--- src/rtl/dbgrc_pkg.sv ---
`timescale 1ns/1ps
package dbgrc_pkg;
  // register addresses
  localparam int A_MODE   = 0;
  localparam int A_CTRL   = 1;
  localparam int A_TRAPEN = 2;
  localparam int A_REASON = 3;
  localparam int NUM_REGS = 4;

  // mode register fields
  localparam int MODE_W    = 3;
  localparam int MODE_STEP = 0;
  localparam int MODE_HOLD = 1;
  localparam int MODE_OFF  = 2;

  // control register fields
  localparam int CTRL_W     = 2;
  localparam int CTRL_STALL = 0;
  localparam int CTRL_RST   = 1;

  // exception cause bit positions
  localparam int CS_BUSERR  = 0;
  localparam int CS_ALIGN   = 1;
  localparam int CS_ILLEGAL = 2;
  localparam int CS_SYSCALL = 3;
  localparam int CS_TRAP    = 4;
  localparam int CS_RANGE   = 5;
  localparam int CS_DPAGE   = 6;
  localparam int CS_IPAGE   = 7;
  localparam int CS_DTLB    = 8;
  localparam int CS_ITLB    = 9;
  localparam int CS_TICK    = 10;
  localparam int CS_EXTINT  = 11;
  localparam int CS_RESET   = 12;
endpackage

--- src/rtl/dbgrc_trap.sv ---
`timescale 1ns/1ps
module dbgrc_trap #(
  parameter int N_CAUSE = 13
) (
  input  logic [N_CAUSE-1:0] exc_evt,
  input  logic [N_CAUSE-1:0] trap_en,
  output logic [N_CAUSE-1:0] trap_hit,
  output logic               any_hit
);
  // per-cause gating of exception events into debug
  for (genvar i = 0; i < N_CAUSE; i++) begin : g_cause
    assign trap_hit[i] = exc_evt[i] & trap_en[i];
  end

  assign any_hit = |trap_hit;
endmodule

--- src/rtl/dbgrc_regs.sv ---
`timescale 1ns/1ps
module dbgrc_regs
  import dbgrc_pkg::*;
#(
  parameter int N_CAUSE = 13,
  parameter int DATA_W  = 16,
  parameter int ADDR_W  = 3
) (
  input  logic               clk,
  input  logic               rst,
  input  logic               host_wr,
  input  logic               host_rd,
  input  logic [ADDR_W-1:0]  host_addr,
  input  logic [DATA_W-1:0]  host_wdata,
  input  logic [N_CAUSE-1:0] trap_hit,
  input  logic               any_hit,
  output logic [MODE_W-1:0]  mode_q,
  output logic [MODE_W-1:0]  mode_d,
  output logic [CTRL_W-1:0]  ctrl_q,
  output logic [CTRL_W-1:0]  ctrl_d,
  output logic [N_CAUSE-1:0] trap_en_q,
  output logic [N_CAUSE-1:0] reason_q,
  output logic [DATA_W-1:0]  rdata_o,
  output logic               err_o
);
  logic               addr_ok;
  logic               sel_mode, sel_ctrl, sel_en, sel_reason;
  logic [N_CAUSE-1:0] trap_en_d, reason_d;
  logic [DATA_W-1:0]  rd_val;
  logic               unused_hi;

  assign addr_ok    = ({1'b0, host_addr} < (ADDR_W+1)'(NUM_REGS));
  assign sel_mode   = host_wr && (host_addr == ADDR_W'(A_MODE));
  assign sel_ctrl   = host_wr && (host_addr == ADDR_W'(A_CTRL));
  assign sel_en     = host_wr && (host_addr == ADDR_W'(A_TRAPEN));
  assign sel_reason = host_wr && (host_addr == ADDR_W'(A_REASON));
  assign unused_hi  = ^host_wdata[DATA_W-1:N_CAUSE];

  // next-state: host writes override trap-driven updates
  always_comb begin
    mode_d    = sel_mode ? host_wdata[MODE_W-1:0] : mode_q;
    trap_en_d = sel_en ? host_wdata[N_CAUSE-1:0] : trap_en_q;
    reason_d  = sel_reason ? host_wdata[N_CAUSE-1:0] : (reason_q | trap_hit);
    ctrl_d    = ctrl_q;
    if (any_hit)
      ctrl_d[CTRL_STALL] = 1'b1;
    if (sel_ctrl)
      ctrl_d = host_wdata[CTRL_W-1:0];
  end

  // read mux uses the pre-write contents
  always_comb begin
    rd_val = '0;
    case (host_addr)
      ADDR_W'(A_MODE):   rd_val[MODE_W-1:0]  = mode_q;
      ADDR_W'(A_CTRL):   rd_val[CTRL_W-1:0]  = ctrl_q;
      ADDR_W'(A_TRAPEN): rd_val[N_CAUSE-1:0] = trap_en_q;
      ADDR_W'(A_REASON): rd_val[N_CAUSE-1:0] = reason_q;
      default:           rd_val = '0;
    endcase
  end

  always_ff @(posedge clk) begin
    if (rst) begin
      mode_q    <= '0;
      ctrl_q    <= '0;
      trap_en_q <= '0;
      reason_q  <= '0;
      rdata_o   <= '0;
      err_o     <= 1'b0;
    end else begin
      mode_q    <= mode_d;
      ctrl_q    <= ctrl_d;
      trap_en_q <= trap_en_d;
      reason_q  <= reason_d;
      rdata_o   <= host_rd ? rd_val : '0;
      err_o     <= (host_wr | host_rd) & ~addr_ok;
    end
  end
endmodule

--- src/rtl/dbgrc_outs.sv ---
`timescale 1ns/1ps
module dbgrc_outs
  import dbgrc_pkg::*;
(
  input  logic              clk,
  input  logic              rst,
  input  logic [MODE_W-1:0] mode_q,
  input  logic [MODE_W-1:0] mode_d,
  input  logic [CTRL_W-1:0] ctrl_q,
  input  logic [CTRL_W-1:0] ctrl_d,
  input  logic              any_hit,
  input  logic              fetch_evt,
  input  logic              wp_break,
  output logic              stall_o,
  output logic              sys_rst_o,
  output logic              absorbed_o,
  output logic              stop_o
);
  logic quiet;
  logic unused_fields;

  assign unused_fields = ^{mode_q[MODE_HOLD], mode_d[MODE_STEP], mode_d[MODE_OFF],
                           ctrl_q[CTRL_STALL]};
  // stops are muted while the core is held in reset or the unit is off
  assign quiet = ctrl_q[CTRL_RST] | mode_q[MODE_OFF];

  always_ff @(posedge clk) begin
    if (rst) begin
      stall_o    <= 1'b0;
      sys_rst_o  <= 1'b0;
      absorbed_o <= 1'b0;
      stop_o     <= 1'b0;
    end else begin
      stall_o    <= ctrl_d[CTRL_STALL] & ~mode_d[MODE_HOLD];
      sys_rst_o  <= ctrl_q[CTRL_RST] & ~ctrl_d[CTRL_RST];
      absorbed_o <= any_hit;
      stop_o     <= ~quiet & ((fetch_evt & mode_q[MODE_STEP]) | wp_break);
    end
  end
endmodule

--- src/rtl/dbg_runctl.sv ---
`timescale 1ns/1ps
module dbg_runctl
  import dbgrc_pkg::*;
#(
  parameter int N_CAUSE = 13,
  parameter int DATA_W  = 16,
  parameter int ADDR_W  = 3
) (
  input  logic               clk,
  input  logic               rst,
  input  logic               host_wr,
  input  logic               host_rd,
  input  logic [ADDR_W-1:0]  host_addr,
  input  logic [DATA_W-1:0]  host_wdata,
  input  logic [N_CAUSE-1:0] exc_evt,
  input  logic               fetch_evt,
  input  logic               wp_break,
  output logic [DATA_W-1:0]  host_rdata,
  output logic               host_err,
  output logic               stall_o,
  output logic               sys_rst_o,
  output logic               exc_absorbed_o,
  output logic               dbg_stop_o
);
  logic [MODE_W-1:0]  mode_q, mode_d;
  logic [CTRL_W-1:0]  ctrl_q, ctrl_d;
  logic [N_CAUSE-1:0] trap_en_q, reason_q, trap_hit;
  logic               any_hit;

  dbgrc_trap #(.N_CAUSE(N_CAUSE)) u_trap (
    .exc_evt (exc_evt),
    .trap_en (trap_en_q),
    .trap_hit(trap_hit),
    .any_hit (any_hit)
  );

  dbgrc_regs #(.N_CAUSE(N_CAUSE), .DATA_W(DATA_W), .ADDR_W(ADDR_W)) u_regs (
    .clk       (clk),
    .rst       (rst),
    .host_wr   (host_wr),
    .host_rd   (host_rd),
    .host_addr (host_addr),
    .host_wdata(host_wdata),
    .trap_hit  (trap_hit),
    .any_hit   (any_hit),
    .mode_q    (mode_q),
    .mode_d    (mode_d),
    .ctrl_q    (ctrl_q),
    .ctrl_d    (ctrl_d),
    .trap_en_q (trap_en_q),
    .reason_q  (reason_q),
    .rdata_o   (host_rdata),
    .err_o     (host_err)
  );

  dbgrc_outs u_outs (
    .clk       (clk),
    .rst       (rst),
    .mode_q    (mode_q),
    .mode_d    (mode_d),
    .ctrl_q    (ctrl_q),
    .ctrl_d    (ctrl_d),
    .any_hit   (any_hit),
    .fetch_evt (fetch_evt),
    .wp_break  (wp_break),
    .stall_o   (stall_o),
    .sys_rst_o (sys_rst_o),
    .absorbed_o(exc_absorbed_o),
    .stop_o    (dbg_stop_o)
  );
endmodule

--- config.mk ---
export PLATFORM = sky130hd
export DESIGN_NAME = dbg_runctl
export DESIGN_NICKNAME = d
export VERILOG_FILES = /design/src/rtl/dbgrc_pkg.sv /design/src/rtl/dbgrc_trap.sv /design/src/rtl/dbgrc_regs.sv /design/src/rtl/dbgrc_outs.sv /design/src/rtl/dbg_runctl.sv
export SDC_FILE = /design/constraint.sdc
export NUM_CORES = 1
export LEC_CHECK = 0
export BUFFER_PORTS_ARGS = -buffer_cell sky130_fd_sc_hd__buf_2
export CAP_MARGIN = 20
export CORE_MARGIN = 2
export CORE_UTILIZATION = 47
export CTS_BUF_LIST = sky130_fd_sc_hd__clkbuf_8
export CTS_CLUSTER_DIAMETER = 30
export DETAILED_ROUTE_END_ITERATION = 8
export GPL_ROUTABILITY_DRIVEN = 0
export PLACE_DENSITY = 0.88
export SLEW_MARGIN = 25
export SYNTH_ARGS = -nofsm -noshare
export SYNTH_HDL_FRONTEND = slang
export SYNTH_SLANG_ARGS = --single-unit
export TNS_END_PERCENT = 20
--- constraint.sdc ---
create_clock -name clk -period 1.2 [get_ports clk]
set_input_delay 0.24 -clock clk [delete_from_list [all_inputs] [get_ports clk]]
set_output_delay 0.24 -clock clk [all_outputs]
set_load 0.01 [all_outputs]
# Yosys cells after proc, flatten, opt, wreduce, memory -nomap -nowiden
# Cells that the tools add are included.
[op_classes]
magnitude_cmp = 1
n_eq_ne = 3
muxes = 7
bitwise_logic = 27
n_reduce_logical = 7
[ops]
columns = ["operator", "count"]
rows = [
  ["one-hot mux 10 bit (2 select lines)", 1],
  ["bitwise AND 1 bit", 18],
  ["two-way mux 13 bit", 1],
  ["bitwise OR 13 bit", 1],
  ["OR reduction 13 bit", 1],
  ["one-hot mux 2 bit (4 select lines)", 1],
  ["== test 3 x 2 -> 1 bit (second input constant)", 2],
  ["NOT 1 bit", 5],
  ["logical AND 1 bit", 4],
  ["two-way mux 2 bit", 2],
  ["== test 3 x 1 -> 1 bit (second input constant)", 1],
  ["zero test 3 bit", 1],
  ["less-than comparator 3 bit (second input constant)", 1],
  ["bitwise OR 1 bit", 3],
  ["one-hot mux 1 bit (3 select lines)", 1],
  ["OR reduction 2 bit", 1],
  ["two-way mux 1 bit", 1],
]
[word_totals]
reg_bits = 52

# Depth between registers and ports, before layout
[depth]
depth_word = 6
depth_mapped = 6

# Modules after synthesis
# Synthesis repeated with hierarchy kept, for this count alone.
[hier_totals]
hier_cells = 219
area_unflattened_um2 = 2018.2
[by_module_without_submodules]
columns = ["module", "instances", "cells_per_inst", "area_each_um2", "seq_area_each_um2"]
rows = [
  ["dbgrc_regs", 1, 192, 1773.0, 900.9],
  ["dbgrc_trap", 1, 18, 126.4, 0.0],
  ["dbgrc_outs", 1, 9, 118.9, 80.1],
]

# Worst setup path before layout
# No wires, ideal clock.
[synth_path]
path_kind = "flip-flop to flip-flop"
from = "register u_regs.trap_en_q[9]"
to = "register u_outs.stall_o"
setup_time_ps = 129
arrival_time_ps = 1100
t_required_ps = 1071
slack_ps = -30
path_stages_with_launch = 5
n_path_buf = 0
synth_period_minus_slack_ps = 1230
cell_sequence = "dfxtp_1 a222oi_1 nand3_1 nor4b_2 nor4b_2"
[synth_between]
elab_chain_len = 5
[synth_lines]
columns = ["element", "line_no", "source"]
rows = [
  ["start: declaration", "dbgrc_regs.sv:21", "output logic [N_CAUSE-1:0] trap_en_q,"],
  ["start signal: assignment", "dbgrc_regs.sv:74", "trap_en_q <= trap_en_d;"],
  ["bitwise AND 1 bit", "dbgrc_trap.sv:12", "assign trap_hit[i] = exc_evt[i] & trap_en[i];"],
  ["OR reduction 13 bit", "dbgrc_trap.sv:15", "assign any_hit = |trap_hit;"],
  ["two-way mux 1 bit", "dbgrc_regs.sv:45", "if (any_hit)"],
  ["two-way mux 2 bit", "dbgrc_regs.sv:47", "if (sel_ctrl)"],
  ["bitwise AND 1 bit", "dbgrc_outs.sv:34", "stall_o <= ctrl_d[CTRL_STALL] & ~mode_d[MODE_HOLD];"],
  ["end signal: assignment", "dbgrc_outs.sv:34", ""],
  ["end: declaration", "dbgrc_outs.sv:14", "output logic stall_o,"],
]
# No other way between the ends.
# A chain may end at the register's enable or synchronous reset.

# Worst setup path after layout
[layout_path]
from = "register u_regs.trap_en_q[9]"
to = "register u_regs.ctrl_q[0]"
[layout_between]
elab_chain_len = 4
[layout_lines]
columns = ["element", "line_no", "source"]
rows = [
  ["bitwise AND 1 bit", "dbgrc_trap.sv:12", ""],
  ["OR reduction 13 bit", "dbgrc_trap.sv:15", ""],
  ["two-way mux 1 bit", "dbgrc_regs.sv:45", ""],
  ["two-way mux 2 bit", "dbgrc_regs.sv:47", ""],
  ["end signal: assignment", "dbgrc_regs.sv:73", "ctrl_q <= ctrl_d;"],
  ["end: declaration", "dbgrc_regs.sv:19", "output logic [CTRL_W-1:0] ctrl_q,"],
]
# No other way between the ends.

==> out/summary.txt <==
status - finished with violations
violated checks - setup timing
ys async rst share - 0%
CP max-delay cell - a222oi_1
crit-path leading delay family - simple AND/OR/NAND/NOR gates
initial antenna violation count - 0
CTS root buffer - clkbuf_8
Die Y-Extent - 68.2 um
CTS Buf Count - 5
post-DP HPWL - 3180 um
GRT met3 Usage - 5.76%
fin. max-slew vios - 0
Total Routing Usage GR - 20.9%
mean post-synth cell area - 9.35 um2
CP Launch Type - flop
core region area - 3970 um2
# clock sinks - 49
DRC - 0
RSZ-0062 raised after global routing - true
Leakage - 1.13 nW
Clock Tree Buf Depth - 2
Max IR drop VDD - 737 uV
#FFs+latches synth - 49
die area - 4650 um2
Die X - 68.2 um
synth top area cells - dfxtp_1 51%, mux2i_1 7.2%, a21oi_1 7.0%
GR Util met1 - 26.6%
synthesis-to-finish area growth - 31.5%
CP endpoint kind - flop
Worst EP required - 1390 ps
clock share of power - 33.8%
share of cells above drive strength 1 - 35.2%
Main synth FF type - dfxtp_1
wire length of the first global-routing pass - 7070 um
worst r2r dst - u_regs.ctrl_q[0]$_SDFF_PP0_
Placed Cells - 326
Post-synth top cells - 49 x dfxtp_1, 33 x nor2_1, 27 x a21oi_1, 27 x nand2_1, 14 x mux2i_1
sequential fraction of the synthesis area - 50.7%
worst skew pair latency - 300 ps
Final #Nets - 321
min Tclk post-route - 1370 ps
Comb pwr share - 11.3%
WL/cell - 13.5 um
sequential share of power - 54.8%
Pint - 2.37 mW
Syn Inst Count - 207
Iter 0 DRT Violations - 128
WP data arrival - 1560 ps
IO Count - 59
WHS Path Cells - 2
n_diodes - 0
Hold Crit Class - in -> reg
TritonCTS clock tree - yes
FF-to-FF setup slack - -170 ps
Total Wirelength - 4510 um
Initial Utilization - 48.7%
Worst Hold Margin - 157 ps
synth warn - 0
setup ws final - -173 ps
num rows - 23
First-pass DRT Iterations - 4
post-synth top area cell - dfxtp_1
final hold violation count - 0
Hold EP - u_outs.sys_rst_o$_SDFF_PP0_
Psw - 727 uW
Power Density - 1220 nW/um2
critical path buffer and inverter count - 0
Via density - 5.17
synth unique cells - 29
startpoint of the worst hold path - host_wdata[1]
setup bufs post-CTS - 0
switching share of power - 23.4%
total power - 3.10 mW
most used routing layer in global routing - met2
Layout fillers - 323
EDFF count, synth - 0
largest net degree at the start of global routing - 37
Reg clk slew, reported paths - 80 ps
H-tree levels - 2
met2 global-route usage - 33.5%
CP max stage delay - 360 ps
RR Startpoint - u_regs.trap_en_q[9]$_SDFFE_PP0P_
post-route ant nets - 0
PortBufs - 52
most frequent cell after synthesis - dfxtp_1
cell area after synthesis - 1940 um2
reg2reg path depth - 4
final non-filler cell total - 334
Max Clock Freq - 0.728 GHz
Vias - 1727
max cap viols - 0
top-area cell type share of the netlist area - 50.7%
count of final setup violators - 3
global route total overflow - 0
CP Cell Sequence - a222oi_1 > nand3_1 > nor4b_4 > nor3_1
skew final - 5.60 ps
crit share post-route - 114%
crit-path max FO - 2
CP Class - reg -> reg
vias in the first global route - 1558
per-stage QoR:
step	setup TNS, ps	setup WS [ps]	utilization [%]	instance area [um2]
floorplan	-54.8	-30.0	-	1940
global placement	-434	-213	61.3	2430
detailed placement	-530	-248	61.3	2430
CTS	-362	-183	63.9	2540
global route	-653	-280	64.1	2550
finish	-376	-173	64.1	2550
power by group through the flow:
stage | clock network, mW | logic, mW | registers (mW)
final | 1.05 | 0.351 | 1.70
after global routing | 1.14 | 0.386 | 1.70
after CTS | 1.07 | 0.343 | 1.70
after detailed placement | 0 | 0.340 | 1.73
after global placement | 0 | 0.335 | 1.73
after floorplan | 0 | 0.173 | 1.74
placed cells by master (no fill, tap or decap), drive strengths merged:
cell type / n
a211oi: 13
a21oi: 27
a222oi: 1
a22oi: 6
and2: 1
and3: 2
and3b: 1
buf: 82
clkbuf: 7
clkinv: 1
conb: 3
dfxtp: 49
mux2: 1
mux2i: 14
mux4: 2
nand2: 27
nand3: 4
nand3b: 2
nor2: 34
nor2b: 1
nor3: 1
nor3b: 1
nor4: 1
nor4b: 3
metal layers:
metal / share of wire, % / wire length, um / up-vias
li1: - / - / 872
met1: 43 / 1930 / 796
met2: 49 / 2230 / 52
met3: 5.8 / 261 / 7
met4: 2.0 / 90 / 0
met5: 0 / 0 / -
worst max-delay path by stage:
stage,start,endpoint,cells past startpoint
2_1_floorplan,u_regs.trap_en_q[9]$_SDFFE_PP0P_,u_outs.stall_o$_SDFF_PP0_,4
3_3_place_gp,exc_evt[9],u_outs.stall_o$_SDFF_PP0_,5
3_5_place_dp,exc_evt[9],u_regs.ctrl_q[0]$_SDFF_PP0_,5
4_1_cts,u_regs.trap_en_q[9]$_SDFFE_PP0P_,u_regs.ctrl_q[0]$_SDFF_PP0_,4
5_1_grt,u_regs.trap_en_q[9]$_SDFFE_PP0P_,u_regs.ctrl_q[0]$_SDFF_PP0_,4
6_report,u_regs.trap_en_q[9]$_SDFFE_PP0P_,u_regs.ctrl_q[0]$_SDFF_PP0_,4
layout make-up:
class / count / area (um2) / area share, %
flip-flops and latches: 49 / 982 / 38.6
multi-input cells: 145 / 877 / 34.4
repair buffers: 82 / 523 / 20.5
clock buffers: 7 / 96.3 / 3.78
well taps: 50 / 62.6 / 2.46
clock inverters: 1 / 5.00 / 0.197
registers in the layout (all words and copies together) (netlist names):
signal and count:
u_outs.stall_o 1, u_regs.mode_q 3, u_outs.stop_o 1, u_regs.trap_en_q 13, u_regs.ctrl_q 2, u_regs.reason_q 13, u_outs.sys_rst_o 1, u_regs.err_o 1
u_outs.absorbed_o 1, u_regs.rdata_o 13
cell families (layout without fill, tap and decap cells):
family	count (synthesis)	in the layout	share of synthesized area, %
other	1	3	0.194
AND/OR/NAND/NOR	78	78	19.3
AO/OA/AOI/OAI	47	47	14.9
flip-flops	49	49	50.7
buffers and inverters	15	90	4.85
multiplexers	17	17	10.1
what timing repair did:
action	CTS	global route
pin swaps	0	0
resized for setup	1	1
endpoints found under the setup margin	2	3
hold buffers	0	0
Power figures use the tool's default switching activity.
